==> config.mk <==
export PLATFORM = sky130hd
export DESIGN_NAME = memmap_decoder
export DESIGN_NICKNAME = d
export VERILOG_FILES = /design/src/rtl/mmdec_pkg.sv /design/src/rtl/mmdec_region_decode.sv /design/src/rtl/mmdec_rom_model.sv /design/src/rtl/mmdec_ram_model.sv /design/src/rtl/memmap_decoder.sv
export SDC_FILE = /design/constraint.sdc
export NUM_CORES = 1
export LEC_CHECK = 0
export BUFFER_PORTS_ARGS = -buffer_cell sky130_fd_sc_hd__buf_2
export CELL_PAD_IN_SITES_DETAIL_PLACEMENT = 0
export CELL_PAD_IN_SITES_GLOBAL_PLACEMENT = 2
export CORE_MARGIN = 1.5
export CORE_UTILIZATION = 35
export CTS_BUF_LIST = sky130_fd_sc_hd__clkbuf_16
export DETAILED_ROUTE_END_ITERATION = 10
export HOLD_SLACK_MARGIN = 0.03
export MAX_ROUTING_LAYER = met4
export PLACE_DENSITY = 0.73
export REMOVE_ABC_BUFFERS = 1
export SLEW_MARGIN = 20
export SYNTH_ARGS = -nofsm -noshare
export SYNTH_HDL_FRONTEND = slang
export SYNTH_SLANG_ARGS = --single-unit
==> constraint.sdc <==
create_clock -name clk -period 30.3 [get_ports clk]
set_clock_uncertainty 0.05 [all_clocks]
set_input_delay 6.06 -clock clk [delete_from_list [all_inputs] [get_ports clk]]
set_output_delay 6.06 -clock clk [all_outputs]
set_load 0.1 [all_outputs]
==> src/rtl/mmdec_pkg.sv <==
package mmdec_pkg;

  // device regions behind the decoder
  typedef enum logic [1:0] {
    REG_ROM   = 2'd0,
    REG_EMPTY = 2'd1,
    REG_RAM_A = 2'd2,
    REG_RAM_B = 2'd3
  } region_e;

  // chip select bit per device
  localparam int unsigned CS_ROM   = 0;
  localparam int unsigned CS_RAM_A = 1;
  localparam int unsigned CS_RAM_B = 2;
  localparam int unsigned NUM_CS   = 3;

endpackage

==> src/rtl/mmdec_region_decode.sv <==
module mmdec_region_decode
  import mmdec_pkg::*;
#(
  parameter int unsigned ADDR_W      = 16,
  parameter int unsigned CELL_AW     = 6,
  parameter bit          PARTIAL_MAP = 1'b0
) (
  input  logic              clk,
  input  logic              rst_n,
  input  logic [ADDR_W-1:0] addr,
  input  logic              mem_req_n,
  output logic [NUM_CS-1:0] cs_n,
  output logic              in_window
);

  localparam int unsigned OFFS_TOP = ADDR_W - 3;

  region_e region;

  generate
    if (PARTIAL_MAP) begin : g_partial
      // only the top address line takes part in selection
      always_comb begin
        region    = addr[ADDR_W-1] ? REG_RAM_A : REG_ROM;
        in_window = 1'b1;
      end
    end else begin : g_full
      always_comb begin
        unique case (addr[ADDR_W-1 -: 2])
          2'b00:   region = REG_ROM;
          2'b01:   region = REG_EMPTY;
          2'b10:   region = REG_RAM_A;
          default: region = REG_RAM_B;
        endcase
        in_window = (addr[OFFS_TOP:CELL_AW] == '0);
      end
    end
  endgenerate

  always_comb begin
    cs_n = '1;
    if (!mem_req_n) begin
      unique case (region)
        REG_ROM:   cs_n[CS_ROM]   = 1'b0;
        REG_RAM_A: cs_n[CS_RAM_A] = 1'b0;
        REG_RAM_B: cs_n[CS_RAM_B] = 1'b0;
        default:   cs_n           = '1;
      endcase
    end
  end

  p_cs_needs_req_r1: assert property (@(posedge clk) disable iff (!rst_n)
    mem_req_n |-> (&cs_n));

  p_cs_single_r2: assert property (@(posedge clk) disable iff (!rst_n)
    $onehot0(~cs_n));

  generate
    if (PARTIAL_MAP) begin : g_chk_part
      p_no_store_b_r9: assert property (@(posedge clk) disable iff (!rst_n)
        cs_n[CS_RAM_B]);
    end else begin : g_chk_full
      p_empty_unselected_r4: assert property (@(posedge clk) disable iff (!rst_n)
        (addr[ADDR_W-1 -: 2] == 2'b01) |-> (&cs_n));
    end
  endgenerate

endmodule

==> src/rtl/mmdec_rom_model.sv <==
module mmdec_rom_model #(
  parameter int unsigned CELL_AW = 6,
  parameter int unsigned DATA_W  = 8,
  parameter logic [DATA_W-1:0] KEY = 8'hA5
) (
  input  logic [CELL_AW-1:0] idx,
  output logic [DATA_W-1:0]  rdata
);

  // contents are computed from the index; there is no write port
  always_comb rdata = DATA_W'(idx) ^ KEY;

endmodule

==> src/rtl/mmdec_ram_model.sv <==
module mmdec_ram_model #(
  parameter int unsigned CELL_AW = 6,
  parameter int unsigned DATA_W  = 8
) (
  input  logic               clk,
  input  logic               rst_n,
  input  logic               we,
  input  logic [CELL_AW-1:0] idx,
  input  logic [DATA_W-1:0]  wdata,
  output logic [DATA_W-1:0]  rdata
);

  localparam int unsigned DEPTH = 1 << CELL_AW;

  logic [DEPTH-1:0][DATA_W-1:0] mem_q;
  logic [DEPTH-1:0][DATA_W-1:0] mem_nxt;

  always_comb begin
    mem_nxt = mem_q;
    if (we) mem_nxt[idx] = wdata;
  end

  always_ff @(posedge clk or negedge rst_n) begin
    if (!rst_n)  mem_q <= '0;
    else if (we) mem_q <= mem_nxt;
  end

  always_comb rdata = mem_q[idx];

  p_hold_when_idle_r6: assert property (@(posedge clk) disable iff (!rst_n)
    !we |=> $stable(mem_q));

  p_byte_lands_r6: assert property (@(posedge clk) disable iff (!rst_n)
    we |=> (mem_q[$past(idx)] == $past(wdata)));

endmodule

==> src/rtl/memmap_decoder.sv <==
module memmap_decoder
  import mmdec_pkg::*;
#(
  parameter int unsigned ADDR_W      = 16,
  parameter int unsigned DATA_W      = 8,
  parameter int unsigned CELL_AW     = 6,
  parameter bit          PARTIAL_MAP = 1'b0,
  parameter logic [DATA_W-1:0] ROM_KEY = 8'hA5
) (
  input  logic              clk,
  input  logic              rst_n,
  input  logic [ADDR_W-1:0] bus_addr,
  input  logic [DATA_W-1:0] wr_data,
  input  logic              mem_req_n,
  input  logic              rd_n,
  input  logic              wr_n,
  output logic [DATA_W-1:0] rd_data,
  output logic [NUM_CS-1:0] chip_sel_n
);

  localparam logic [DATA_W-1:0] OPEN_BUS = '1;

  logic [1:0]         rst_pipe_q;
  logic               rst_sync_n;
  logic               in_window;
  logic [CELL_AW-1:0] cell_idx;
  logic               wr_ok;
  logic               we_a;
  logic               we_b;
  logic [DATA_W-1:0]  rom_q;
  logic [DATA_W-1:0]  ram_a_q;
  logic [DATA_W-1:0]  ram_b_q;

  // reset: asserts at once, releases after two clocks
  always_ff @(posedge clk or negedge rst_n) begin
    if (!rst_n) rst_pipe_q <= 2'b00;
    else        rst_pipe_q <= {rst_pipe_q[0], 1'b1};
  end
  assign rst_sync_n = rst_pipe_q[1];

  assign cell_idx = bus_addr[CELL_AW-1:0];

  mmdec_region_decode #(
    .ADDR_W      (ADDR_W),
    .CELL_AW     (CELL_AW),
    .PARTIAL_MAP (PARTIAL_MAP)
  ) u_decode (
    .clk       (clk),
    .rst_n     (rst_sync_n),
    .addr      (bus_addr),
    .mem_req_n (mem_req_n),
    .cs_n      (chip_sel_n),
    .in_window (in_window)
  );

  mmdec_rom_model #(
    .CELL_AW (CELL_AW),
    .DATA_W  (DATA_W),
    .KEY     (ROM_KEY)
  ) u_rom (
    .idx   (cell_idx),
    .rdata (rom_q)
  );

  assign wr_ok = !wr_n && in_window;
  assign we_a  = wr_ok && !chip_sel_n[CS_RAM_A];

  mmdec_ram_model #(
    .CELL_AW (CELL_AW),
    .DATA_W  (DATA_W)
  ) u_ram_a (
    .clk   (clk),
    .rst_n (rst_sync_n),
    .we    (we_a),
    .idx   (cell_idx),
    .wdata (wr_data),
    .rdata (ram_a_q)
  );

  generate
    if (!PARTIAL_MAP) begin : g_store_b
      assign we_b = wr_ok && !chip_sel_n[CS_RAM_B];
      mmdec_ram_model #(
        .CELL_AW (CELL_AW),
        .DATA_W  (DATA_W)
      ) u_ram_b (
        .clk   (clk),
        .rst_n (rst_sync_n),
        .we    (we_b),
        .idx   (cell_idx),
        .wdata (wr_data),
        .rdata (ram_b_q)
      );
    end else begin : g_no_store_b
      assign we_b    = 1'b0;
      assign ram_b_q = OPEN_BUS;
    end
  endgenerate

  // read return path
  always_comb begin
    rd_data = OPEN_BUS;
    if (!rd_n && in_window) begin
      if      (!chip_sel_n[CS_ROM])   rd_data = rom_q;
      else if (!chip_sel_n[CS_RAM_A]) rd_data = ram_a_q;
      else if (!chip_sel_n[CS_RAM_B]) rd_data = ram_b_q;
    end
  end

  p_idle_bus_high_r10: assert property (@(posedge clk) disable iff (!rst_sync_n)
    rd_n |-> (rd_data == OPEN_BUS));

  p_no_req_no_data_r1: assert property (@(posedge clk) disable iff (!rst_sync_n)
    mem_req_n |-> (rd_data == OPEN_BUS));

  p_single_write_r2: assert property (@(posedge clk) disable iff (!rst_sync_n)
    !(we_a && we_b));

endmodule

After elaboration in Yosys (flattened, before gate mapping)
Index checks and enable logic that the tools add are counted.
{ "totals": {"reg_bits": 1026, "inputBits": 29, "out_inout_bits": 11} }
{ "op_classes": {"n_lt_le_gt_ge": 2, "n_eq_ne": 4, "muxes": 17, "bitwise_logic": 1, "n_reduce_logical": 12} }
{ "op_table": {"columns": ["operator", "count"], "rows": [
  ["512-bit bitwise mux", 2],
  ["8-bit binary-select mux with 6-bit select", 2],
  ["8-bit two-way mux", 7],
  ["8-bit demux with 6-bit select", 1],
  ["8-bit zero test", 1],
  ["6-bit by 7-bit < comparator with 1-bit output (second input constant)", 1],
  ["2-bit == test (second input constant)", 3],
  ["6-bit by 1-bit >= comparator with 1-bit output (second input constant)", 1],
  ["2-bit case mux with 3 select lines", 1],
  ["1-bit logical AND", 5],
  ["1-bit zero test", 4],
  ["2-bit zero test", 2],
  ["3-bit NOT with 4-bit output", 1],
  ["1-bit two-way mux", 3],
  ["3-bit two-way mux", 1],
  ["2-bit by 1-bit == test with 1-bit output (second input constant)", 1]
]} }

Logic depth before layout (Yosys ltp)
{ "logic_depth": {"ltp_word": 9, "ltp_mapped": 12, "ltp_nobuf": 7} }

By module
A second synthesis with hierarchy kept.
{ "unflattened": {"hier_cells": 3523, "hier_area_um2": 47936.0} }
{ "by_module_without_submodules": {"columns": ["module", "n_inst", "cells_each", "area_each_um2"], "rows": [
  ["mmdec_ram_model", 2, 1732, 23752.8],
  ["memmap_decoder", 1, 43, 332.8],
  ["mmdec_rom_model", 1, 10, 56.3],
  ["mmdec_region_decode", 1, 6, 41.3]
]} }

Worst setup path before layout
OpenSTA, ideal clock, no wires.
{ "synth_timing": {"path_type": "in2out", "startpoint": "input bus_addr[0]", "endpoint": "output rd_data[0]", "arrival_ps": 9924, "required_time_ps": 24190, "slack_ps": 14266, "stages": 10, "n_path_buf": 5, "path_cell_list": "buf_2 > buf_4 > buf_2 > buf_2 > buf_2 > a221oi_1 > o22ai_1 > a22oi_1 > and3_1 > a211oi_1"} }
{ "synth_between": {"elab_chain_cells": 6, "elab_cells_between_ends": 9, "classes_between": "8 x mux; 1 x bitwise"} }
{ "synth_lines": {"columns": ["item", "line", "text"], "rows": [
  ["from (decl)", "memmap_decoder.sv:12", "input logic [ADDR_W-1:0] bus_addr,"],
  ["8-bit binary-select mux with 6-bit select", "mmdec_ram_model.sv:28", "always_comb rdata = mem_q[idx];"],
  ["8-bit two-way mux (not written as such)", "mmdec_ram_model.sv:28", null],
  ["8-bit two-way mux", "memmap_decoder.sv:106", "else if (!chip_sel_n[CS_RAM_B]) rd_data = ram_b_q;"],
  ["8-bit two-way mux", "memmap_decoder.sv:105", "else if (!chip_sel_n[CS_RAM_A]) rd_data = ram_a_q;"],
  ["8-bit two-way mux *", "memmap_decoder.sv:104", "if (!chip_sel_n[CS_ROM]) rd_data = rom_q;"],
  ["8-bit two-way mux *", "memmap_decoder.sv:103", "if (!rd_n && in_window) begin"],
  ["to (decl)", "memmap_decoder.sv:17", "output logic [DATA_W-1:0] rd_data,"]
]} }
Every way passes the cells marked *; elsewhere a longest branch is shown, timed or not. The select of a mux whose other input is x is not followed.

Final worst setup path
{ "layout_timing": {"startpoint": "input bus_addr[1]", "endpoint": "output rd_data[1]"} }
Same word-level chain as after synthesis.

==> flow_metrics.py <==
metrics = {
    "global_routing": {
        "global_route.usage.met2": 0.351,
        "groute.usage.overall": 0.228,
        "grt_util_met1": 0.318,
        "grt_max_degree": 169,
        "first_global_vias": 30700,
        "grt-busiest-layer": "met2",
        "grtUsageMet3": 0.0291,
        "first_pass_grt_wire_length_um": 229000,
        "grt_overflow": 0,
        "grt_antenna_before_repair": 2,
    },
    "logic_synthesis": {
        "synthesis.yosys.warnings": 0,
        "synth_simple_gate_area_share": 0.0542,
        "netlist_instances": 3393,
        "synth_commonest_cells": "sky130_fd_sc_hd__mux2_2 (1,048), sky130_fd_sc_hd__dfrtp_1 (1,026), sky130_fd_sc_hd__clkbuf_1 (151)",
        "number_of_enable_type_register_cells_in_the_synthesized_netlist": 0,
        "synth-adder-area-share": 0,
        "synth_xor_xnor_area_share": 0,
        "ys_async_sr_fraction": 1.00,
        "synth_top_family_by_area": "multiplexers",
        "synth_cell_type_count": 74,
        "share_of_the_yosys_chip_area_belonging_to_registers": 0.531,
        "top_cell_type_s_share_of_synthesized_area": 0.531,
        "netlist.top_cell.by_area": "sky130_fd_sc_hd__dfrtp_1",
        "post_synth_main_area_contributors": "sky130_fd_sc_hd__dfrtp_1 (53%), sky130_fd_sc_hd__mux2_2 (24%), sky130_fd_sc_hd__mux4_2 (3.5%), sky130_fd_sc_hd__mux2_4 (2.2%), sky130_fd_sc_hd__mux2i_1 (2.1%)",
        "muxShareOfSynthArea": 0.323,
        "ys_dominant_reg_cell": "sky130_fd_sc_hd__dfrtp_1",
        "ys_ff_latch": 1026,
        "synthMostInstantiatedCell": "sky130_fd_sc_hd__mux2_2",
        "synth_area_um2": 48400,
        "synth_compound_gate_area_share": 0.0659,
        "avg_cell_area_syn_um2": 14.3,
    },
    "cells_and_area": {
        "nFillCells": 12800,
        "flow.area_growth_from_synthesis_pct": 11.0,
        "instances_no_fill": 5244,
        "num-nets-final": 3391,
        "drive_above_1_share": 0.462,
    },
    "route": {
        "firstDrtPassIters": 6,
        "postRouteWirelength_um": 156000,
        "wl_per_cell_um": 29.8,
        "detail_route.vias_per_cell": 5.78,
        "drcViolationCount": 0,
        "detail_route.iter0.violations": 2487,
        "route.vias.total": 30300,
        "route.antenna.remaining_nets": 0,
    },
    "critical_path": {
        "critPathKind": "in -> out",
        "crit_arrival_ps": 11180,
        "critical-path-top-delay-family": "buffers and inverters",
        "worstPathRequired_ps": 24190,
        "path_common_cell": "sky130_fd_sc_hd__buf_4",
        "critPathBufInv": 6,
        "crit_fanout": 56,
        "critPathCaptureType": "output pin",
        "critical_path.cell_chain": "buf_8 > buf_4 > buf_4 > and2_2 > buf_4 > a22oi_1 > a21oi_1 > a211oi_1 > o22ai_1 > nor4_1 > buf_4 > a211oi_1 > buf_2",
        "critical-path-slowest-cell": "sky130_fd_sc_hd__a211oi_1",
        "critPathMaxStageDelay_ps": 720,
        "critPathLaunchType": "input pin",
    },
    "power_and_ir_drop": {
        "fin_total_pwr_mw": 2.80,
        "power.density_cell_area_nw_per_um2": 52.1,
        "vdd.ir_drop.worst_mv": 0.0374,
        "leakage_nw": 26.2,
    },
    "placed_design": {
        "detailed_place_hpwl_um": 95700,
        "gp_congestion": 0.867,
        "dpl.cell_count": 5042,
        "total_of_buffers_placed_on_input_and_output_ports": 39,
    },
    "floorplan": {
        "initial_utilization": 0.352,
        "site_row_count": 136,
        "die_area_um2": 141000,
        "dieHeight_um": 375,
        "dieWidth_um": 375,
        "floorplan.core_area_um2": 137000,
        "ios": 40,
    },
    "cts": {
        "cts-buffers-inserted": 111,
        "cts.root.buffer_cell": "sky130_fd_sc_hd__clkbuf_16",
        "clock_insertion_delay_worst_skew_ps": 720,
        "cts.sink_count": 1026,
        "cts_resized": 0,
        "tritoncts": "yes",
        "cts.clk_slew.worst_paths_ps": 50,
        "post_cts_setup_bufs": 0,
        "maximum_level_of_the_cts_h_tree": 3,
        "count_of_hold_buffers_inserted_by_post_cts_repair": 0,
        "clock_path_buffers": 3,
    },
    "sta": {
        "rsz0062_at_grt": "false",
        "timing.final.hold_violations": 0,
        "relSlewSlack": 0.212,
        "slew_violations": 0,
        "maximum_clock_rate_mhz": 57.8,
        "final_worst_path_period_need_ps": 17290,
        "fin_crit_sh": 0.571,
        "worst-slew-pin-transition_ps": 1180,
        "setup_violations": 0,
    },
    "job": {
        "cap_violations": 0,
    },
    "outcome": {
        "status": "completed",
    },
    "worst_hold_path": {
        "worst_hold_path_type": "reg -> reg",
    },
}
[cells in the final DEF, fill, tap and decap left out, types with 45 or more instances in the layout]
cell type                   instances
sky130_fd_sc_hd__a21oi_1           54
sky130_fd_sc_hd__a221oi_1         100
sky130_fd_sc_hd__a22oi_1           59
sky130_fd_sc_hd__buf_4             79
sky130_fd_sc_hd__clkbuf_16        113
sky130_fd_sc_hd__dfrtp_1         1025
sky130_fd_sc_hd__mux2_2          1048
sky130_fd_sc_hd__mux2_4            72
sky130_fd_sc_hd__mux2i_1          101
sky130_fd_sc_hd__mux4_2            76
sky130_fd_sc_hd__nand2_1           82
sky130_fd_sc_hd__nor2_1            98
sky130_fd_sc_hd__nor2_2            45
sky130_fd_sc_hd__nor2_8            48
sky130_fd_sc_hd__o22ai_1           49
[metal layers]
metal  share of wire  vias up  wire, um
met4           0.025        0      3970
met1            0.46    16600     71600
met3           0.049      224      7720
met2            0.47      897     72800
li1                -    12600         -
met5               0        -         0
[area by class of cell]
class | count | area, um^2 | area share
antenna | 1 | 2.50 | 0.0000466
clock buffer | 113 | 2830 | 0.0527
clock inverter | 87 | 470 | 0.00876
inverter | 5 | 21.3 | 0.000396
multi-input combinational | 2101 | 21500 | 0.401
sequential | 1026 | 25700 | 0.478
tap | 1794 | 2240 | 0.0418
timing repair buffer | 117 | 916 | 0.0171
[registers in the layout (all words and copies together), names as in the netlist]
| register | count |
|---|---|
| u_ram_a.mem_q | 512 |
| g_store_b.u_ram_b.mem_q | 512 |
| rst_pipe_q | 2 |
[kinds of logic after synthesis]
logic type,after synthesis
other cells,1
simple gates,372
mux,1300
buf+inv,266
compound gates,428
flops,1026
[through the flow]
step	hold WS, ps	util	instance area [um^2]	worst slack [ps]	TNS [ps]
3_5_place_dp	288	0.367	50400	13120	0
5_1_grt	318	0.391	53700	13000	0
6_report	298	0.391	53700	13010	0
4_1_cts	301	0.391	53700	13110	0
3_3_place_gp	284	0.367	50400	12980	0
2_1_floorplan	281	-	47100	-467	-478150
[worst register-to-register path, stage by stage, from the launching register on]
cell and delay (ps):
sky130_fd_sc_hd__dfrtp_4 950, sky130_fd_sc_hd__buf_12 720, sky130_fd_sc_hd__buf_12 790, sky130_fd_sc_hd__buf_4 890, sky130_fd_sc_hd__buf_6 800
[power by group]
group	internal, mW	switching (mW)	leakage (nW)
registers	1.37	0.00175	14.3
logic	0.0286	0.131	10.1
clock network	0.695	0.572	1.71
total	2.09	0.704	26.2
[final timing paths]
path                            cells after the start               startpoint  slack (ps)                                  endpoint
worst max-delay path                               13              bus_addr[1]       13010                                rd_data[1]
worst min-delay path                                0  rst_pipe_q[0]$_DFF_PN0_         300                   rst_pipe_q[1]$_DFF_PN0_
worst max register to register                      4  rst_pipe_q[1]$_DFF_PN0_       26120            u_ram_a.mem_q[251]$_DFFE_PN0P_
worst min register to register                      0  rst_pipe_q[0]$_DFF_PN0_         300                   rst_pipe_q[1]$_DFF_PN0_
max in group asynchronous                           1                    rst_n       25020                   rst_pipe_q[1]$_DFF_PN0_
min in group asynchronous                           0  rst_pipe_q[1]$_DFF_PN0_         370  g_store_b.u_ram_b.mem_q[207]$_DFFE_PN0P_
Power figures use the tool's default switching activity.
